<file path="config.mk">
export PLATFORM = sky130hd
export DESIGN_NAME = adc_seq_ctrl
export DESIGN_NICKNAME = d
export VERILOG_FILES = /design/src/rtl/adc_seq_pkg.sv /design/src/rtl/adc_seq_regs.sv /design/src/rtl/adc_seq_timer.sv /design/src/rtl/adc_seq_fsm.sv /design/src/rtl/adc_seq_ctrl.sv
export SDC_FILE = /design/constraint.sdc
export NUM_CORES = 1
export LEC_CHECK = 0
export CAP_MARGIN = 20
export CORE_AREA = 2 2 45 47
export CTS_CLUSTER_SIZE = 20
export DETAILED_ROUTE_END_ITERATION = 8
export DIE_AREA = 0 0 47 49
export DONT_BUFFER_PORTS = 1
export MAX_ROUTING_LAYER = met4
export PLACE_DENSITY = 0.73
export SLEW_MARGIN = 20
export SYNTH_ARGS = -nofsm -noshare
export SYNTH_HDL_FRONTEND = slang
export SYNTH_SLANG_ARGS = --single-unit
</file>
<file path="constraint.sdc">
create_clock -name clk -period 2.2 [get_ports clk]
set_input_delay 0.44 -clock clk [delete_from_list [all_inputs] [get_ports clk]]
set_output_delay 0.44 -clock clk [all_outputs]
set_load 0.02 [all_outputs]
</file>
<file path="src/rtl/adc_seq_pkg.sv">
package adc_seq_pkg;

    localparam int REG_W  = 10;
    localparam int NUM_SH = 4;
    localparam int IDX_W  = $clog2(NUM_SH);

    // control word bit positions
    localparam int B_SMP  = 0;
    localparam int B_DONE = 1;
    localparam int B_AUTO = 2;
    localparam int B_GANG = 3;
    localparam int B_TRIG = 4;
    localparam int B_CHS  = 7;
    localparam int B_WIDE = 9;

    localparam logic [2:0] TRIG_SW  = 3'b000;
    localparam logic [2:0] TRIG_EXT = 3'b001;

    typedef enum logic [1:0] {
        PH_IDLE   = 2'd0,
        PH_SAMPLE = 2'd1,
        PH_CONV   = 2'd2
    } phase_e;

    typedef struct packed {
        logic       wide;
        logic [1:0] chsel;
        logic [2:0] trig;
        logic       gang;
        logic       auto_go;
    } cfg_t;

    function automatic logic [NUM_SH-1:0] sel_mask(input logic [1:0] chsel);
        case (chsel)
            2'b00:   return 4'b0001;
            2'b01:   return 4'b0011;
            default: return 4'b1111;
        endcase
    endfunction

    function automatic logic [IDX_W-1:0] last_idx(input logic [1:0] chsel);
        case (chsel)
            2'b00:   return 2'd0;
            2'b01:   return 2'd1;
            default: return 2'd3;
        endcase
    endfunction

    function automatic cfg_t unpack_cfg(input logic [REG_W-1:0] w);
        cfg_t c;
        c.wide    = w[B_WIDE];
        c.chsel   = w[B_CHS +: 2];
        c.trig    = w[B_TRIG +: 3];
        c.gang    = w[B_GANG] & ~w[B_WIDE];
        c.auto_go = w[B_AUTO];
        return c;
    endfunction

endpackage

</file>
<file path="src/rtl/adc_seq_regs.sv">
module adc_seq_regs
    import adc_seq_pkg::*;
(
    input  logic             clk,
    input  logic             rst,
    input  logic             we,
    input  logic [REG_W-1:0] wdata,
    input  logic             hw_set,
    input  logic             hw_clr,
    output cfg_t             cfg,
    output logic             done,
    output logic             cmd_set,
    output logic             cmd_clr
);

    cfg_t cfg_q;
    logic done_q;

    always_ff @(posedge clk) begin
        if (rst) begin
            cfg_q  <= '0;
            done_q <= 1'b0;
        end else begin
            if (we)
                cfg_q <= unpack_cfg(wdata);
            if (hw_set)
                done_q <= 1'b1;
            else if (hw_clr)
                done_q <= 1'b0;
            else if (we && !wdata[B_DONE])
                done_q <= 1'b0;
        end
    end

    assign cfg     = cfg_q;
    assign done    = done_q;
    assign cmd_set = we &  wdata[B_SMP];
    assign cmd_clr = we & ~wdata[B_SMP];


    wide_gang_chk: assert property (@(posedge clk) disable iff (rst)
        cfg_q.wide |-> !cfg_q.gang);


    done_src_chk: assert property (@(posedge clk) disable iff (rst)
        $rose(done_q) |-> $past(hw_set));

endmodule

</file>
<file path="src/rtl/adc_seq_timer.sv">
module adc_seq_timer #(
    parameter int SMP_CYCLES = 8
) (
    input  logic clk,
    input  logic rst,
    input  logic run,
    output logic hit
);

    localparam int CNT_W = $clog2(SMP_CYCLES) + 1;
    localparam logic [CNT_W-1:0] LAST = CNT_W'(SMP_CYCLES - 1);

    logic [CNT_W-1:0] cnt;

    always_ff @(posedge clk) begin
        if (rst || !run || hit)
            cnt <= '0;
        else
            cnt <= cnt + 1'b1;
    end

    assign hit = run && (cnt == LAST);


    tmr_fresh_chk: assert property (@(posedge clk) disable iff (rst)
        $rose(run) |-> cnt == '0);

endmodule

</file>
<file path="src/rtl/adc_seq_fsm.sv">
module adc_seq_fsm
    import adc_seq_pkg::*;
(
    input  logic             clk,
    input  logic             rst,
    input  cfg_t             cfg,
    input  logic             cmd_set,
    input  logic             cmd_clr,
    input  logic             ext_trig,
    input  logic             tmr_hit,
    input  logic             conv_done,
    output phase_e           phase,
    output logic [IDX_W-1:0] idx,
    output logic             conv_start,
    output logic             done_set,
    output logic             done_clr
);

    phase_e           ph_q, ph_d;
    logic [IDX_W-1:0] idx_q, idx_d;
    logic             start_q, start_d;
    logic             end_src;

    always_comb begin
        if (cfg.trig == TRIG_SW)
            end_src = cmd_clr;
        else if (cfg.trig == TRIG_EXT)
            end_src = ext_trig;
        else
            end_src = tmr_hit;
    end

    always_comb begin
        ph_d     = ph_q;
        idx_d    = idx_q;
        start_d  = 1'b0;
        done_set = 1'b0;
        done_clr = 1'b0;
        case (ph_q)
            PH_IDLE: begin
                if (cmd_set || cfg.auto_go)
                    ph_d = PH_SAMPLE;
            end
            PH_SAMPLE: begin
                if (end_src) begin
                    ph_d     = PH_CONV;
                    idx_d    = '0;
                    start_d  = 1'b1;
                    done_clr = 1'b1;
                end
            end
            PH_CONV: begin
                if (conv_done && !start_q) begin
                    if (idx_q == last_idx(cfg.chsel)) begin
                        done_set = 1'b1;
                        ph_d     = cfg.auto_go ? PH_SAMPLE : PH_IDLE;
                    end else begin
                        idx_d   = idx_q + 1'b1;
                        start_d = 1'b1;
                    end
                end
            end
            default: ph_d = PH_IDLE;
        endcase
    end

    always_ff @(posedge clk) begin
        if (rst) begin
            ph_q    <= PH_IDLE;
            idx_q   <= '0;
            start_q <= 1'b0;
        end else begin
            ph_q    <= ph_d;
            idx_q   <= idx_d;
            start_q <= start_d;
        end
    end

    assign phase      = ph_q;
    assign idx        = idx_q;
    assign conv_start = start_q;


    start_pulse_chk: assert property (@(posedge clk) disable iff (rst)
        start_q |=> !start_q);


    start_origin_chk: assert property (@(posedge clk) disable iff (rst)
        start_q |-> $past(ph_q) != PH_IDLE);

endmodule

</file>
<file path="src/rtl/adc_seq_ctrl.sv">
module adc_seq_ctrl
    import adc_seq_pkg::*;
#(
    parameter int SMP_CYCLES = 8
) (
    input  logic              clk,
    input  logic              rst,
    input  logic              reg_we,
    input  logic [REG_W-1:0]  reg_wdata,
    output logic [REG_W-1:0]  reg_rdata,
    input  logic              ext_trig,
    output logic              conv_start,
    output logic [IDX_W-1:0]  conv_chan,
    input  logic              conv_done,
    output logic [NUM_SH-1:0] sh_sample
);

    cfg_t             cfg;
    phase_e           phase;
    logic [IDX_W-1:0] idx;
    logic             done, cmd_set, cmd_clr, done_set, done_clr;
    logic             tmr_run, tmr_hit;
    logic             is_samp, is_conv, simult;
    logic [NUM_SH-1:0] sel;

    adc_seq_regs u_regs (
        .clk     (clk),
        .rst     (rst),
        .we      (reg_we),
        .wdata   (reg_wdata),
        .hw_set  (done_set),
        .hw_clr  (done_clr),
        .cfg     (cfg),
        .done    (done),
        .cmd_set (cmd_set),
        .cmd_clr (cmd_clr)
    );

    adc_seq_timer #(.SMP_CYCLES(SMP_CYCLES)) u_tmr (
        .clk (clk),
        .rst (rst),
        .run (tmr_run),
        .hit (tmr_hit)
    );

    adc_seq_fsm u_fsm (
        .clk        (clk),
        .rst        (rst),
        .cfg        (cfg),
        .cmd_set    (cmd_set),
        .cmd_clr    (cmd_clr),
        .ext_trig   (ext_trig),
        .tmr_hit    (tmr_hit),
        .conv_done  (conv_done),
        .phase      (phase),
        .idx        (idx),
        .conv_start (conv_start),
        .done_set   (done_set),
        .done_clr   (done_clr)
    );

    assign is_samp = (phase == PH_SAMPLE);
    assign is_conv = (phase == PH_CONV);
    assign tmr_run = is_samp && (cfg.trig != TRIG_SW) && (cfg.trig != TRIG_EXT);
    assign sel     = sel_mask(cfg.chsel);
    assign simult  = cfg.gang && (cfg.chsel != 2'b00);

    for (genvar g = 0; g < NUM_SH; g++) begin : g_sh
        assign sh_sample[g] = sel[g] &
            (is_samp | (is_conv & ~simult & (IDX_W'(g) > idx)));
    end

    assign conv_chan = idx;
    assign reg_rdata = {cfg.wide, cfg.chsel, cfg.trig, cfg.gang,
                        cfg.auto_go, done, is_samp};


    sh_in_sel_chk: assert property (@(posedge clk) disable iff (rst)
        (sh_sample & ~sel) == '0);


    done_after_cvt_chk: assert property (@(posedge clk) disable iff (rst)
        $rose(done) |-> $past(conv_done));


    done_clr_at_open_chk: assert property (@(posedge clk) disable iff (rst)
        (conv_start && conv_chan == '0) |-> !done);

endmodule

</file>
==> flow_metrics.tcl <==
set metrics [dict create \
    worst-path-max-fanout 9 \
    power_leakage_nw 0.4532 \
    slew_violations 0 \
    grt_pass1_wl_um 3208 \
    ys_ff_latch 18 \
    synth-main-ff-cell "dfxtp_1" \
    hold_path.class "input pin to flip-flop" \
    syn_nets 140 \
    die_y_um 49 \
    wl_um 2022 \
    wl_met2_um 927 \
    total_power_mw 0.8574 \
    yosysTopAreaCellShare 0.3529 \
    drcViolationCount 0 \
    synth_cell_type_count 32 \
    setup_violations 0 \
    final_antenna_net_count 0 \
    intPower_mw 0.5394 \
    fin_nets 140 \
    switching_share 0.3709 \
    ctsHoldBuffers 0 \
    status "complete, no violations" \
    period_share 0.9423 \
    synth-edff-count 0 \
    core_mm2 0.001842 \
    max_cap_viol_count 0 \
    diodes 0 \
    share_seq_of_total_power 0.458 \
    grt_overflow 0 \
    fin_setup_tns_ns 0 \
    pwr-share-comb 0.355 \
    yosysMostFrequentCell "dfxtp_1" \
    viasPerCell 5.738 \
    wire_per_inst_um 14.34 \
    max_freq_mhz 482.4 \
    cts_inserted_buffers 3 \
    rsz0062_at_grt "false" \
    path_clk_slew_ns 0.10 \
    rows 16 \
    drt_iter0_markers 28 \
    p_sw_mw 0.3180 \
    first_pass_iters 4 \
    nFillCells 175 \
    dieArea_mm2 0.002303 \
    synth_largest_area_cell "dfxtp_1" \
    initial_core_util 0.5543 \
    vias 809 \
    clkPwrFrac 0.188 \
    wl_met3_um 172 \
    ys_top_cells_by_area "dfxtp_1, ha_1, mux2i_1" \
    dp_hpwl_um 1527 \
    syn_avg_cell_area_um2 8.802 \
    peakVddDrop_v 0.0004327 \
    finClkSkew_ns 0.002264 \
    wl_met1_um 852 \
    grt_pass1_vias 774 \
    synthArstFlopShare 0 \
    syn_inst 116 \
    top_layer_used "met4" \
    slew-limit-headroom 0.6939 \
    grt_usage 0.1956 \
    clk_latency_ns 0.29 \
    path_class "flip-flop to output pin" \
    ys_seq_area_frac 0.3529 \
    netlist_area_mm2 0.001021 \
    cts_htree_levels 1 \
    place_congestion 0.8628 \
    num_io_pins 32 \
    cts_tree "done" \
    io_buffers 0 \
    ctsLongestPathBuffers 2 \
    clockRootBuffer "clkbuf_4" \
    syn_to_final_growth_pct 3.677 \
    yosys-top-cells-count "dfxtp_1, nor2_1, mux2i_1" \
    die_x_um 47 \
    drive_gt1_frac 0.08772 \
    power.density_mw_per_mm2 810.0 \
    grt_max_degree 13 \
    cts.sinks 18 \
    min_period_ns 2.073 \
    worstMarginPinSlew_ns 0.4564 \
    end_kind "output pin" \
    worstPathArrival_ns 1.63 \
    crit_required_ns 1.76 \
    hold_viol_final 0 \
    antenna_found_initial 0 \
    start_kind "flip-flop" \
    yosys_warnings 0 \
]
[stage by stage]
stage / hold WS [ns] / util / area [µm²] / instances / setup slack (ns)
global placement: 0.4305 / 0.5605 / 1032 / 138 / 0.4135
CTS: 0.1983 / 0.5727 / 1055 / 141 / 0.1053
detailed placement: 0.4460 / 0.5605 / 1032 / 138 / 0.3585
finish: 0.2049 / 0.5747 / 1059 / 141 / 0.1270
floorplan: 0.4175 / - / 1021 / 116 / 0.4217
global route: 0.1879 / 0.5747 / 1059 / 141 / 0.04053
[path summary, 6_finish.rpt]
check,cells past startpoint,endpoint,slack (ns),startpoint
max,5,sh_sample[2],0.13,u_fsm.phase[0]
min,1,u_regs.cfg[1],0.20,rst
max reg2reg,5,u_fsm.phase[0],0.31,u_fsm.phase[0]
min reg2reg,1,u_tmr.cnt[0],0.46,u_tmr.cnt[0]
[final cells by class]
type,instances,area (µm²),area share
Sequential cell,18,361.6,0.3416
Timing Repair Buffer,2,15.01,0.01418
Tap cell,27,33.78,0.03191
Clock buffer,3,22.52,0.02128
Multi-Input combinational cell,83,595.6,0.5626
Inverter,8,30.03,0.02837
[per-layer routing]
metal	up-vias	track usage
met5	-	-
met3	15	0.07037
met2	42	0.2922
met4	0	0.09259
met1	362	0.2271
li1	390	-
[sequential cells by signal (all words and copies together) (netlist names)]
| signal | flops |
|---|---|
| u_fsm.phase | 2 |
| u_tmr.cnt | 4 |
| u_regs.cfg | 8 |
| u_fsm.conv_start | 1 |
| u_regs.done | 1 |
| u_fsm.idx | 2 |
[cell families after synthesis]
family,synth area share
buffers and inverters,0.06617
AND/OR/NAND/NOR,0.2304
adder cells (fa/ha/maj),0.1103
flip-flops,0.3529
XOR/XNOR,0.02574
AO/OA/AOI/OAI,0.1054
multiplexers,0.1091
[power by group through the flow]
stage	registers [mW]	clock network, mW	logic, mW
after floorplan	0.391	0	0.268
after CTS	0.392	0.167	0.299
after global placement	0.397	0	0.289
final	0.393	0.161	0.304
after global routing	0.396	0.180	0.335
after detailed placement	0.399	0	0.296
[timing repair]
action                                 4_1_cts  5_1_grt
setup endpoints to repair                    0        2
resized for setup                            0        2
endpoints found under the hold margin        0        0
buffers inserted                             0        0
[worst max-delay path, stage by stage (launching register included)]
cell     delay (ns)
dfxtp_1        0.36
inv_1          0.11
ha_1           0.33
nand2_1        0.14
nor3_1         0.16
o21a_1         0.25
[layout by cell type, fill, tap and decap left out, drive strengths merged, types with 3 or more instances in the layout]
| cell | netlist | final |
|---|---|---|
| clkbuf | 4 | 3 |
| dfxtp | 18 | 18 |
| inv | 8 | 8 |
| ha | 9 | 9 |
| a21oi | 4 | 4 |
| nor2 | 17 | 17 |
| nand3 | 3 | 3 |
| nand2b | 4 | 4 |
| mux2i | 10 | 10 |
| nand2 | 9 | 9 |
(Power assumes the default switching activity.)
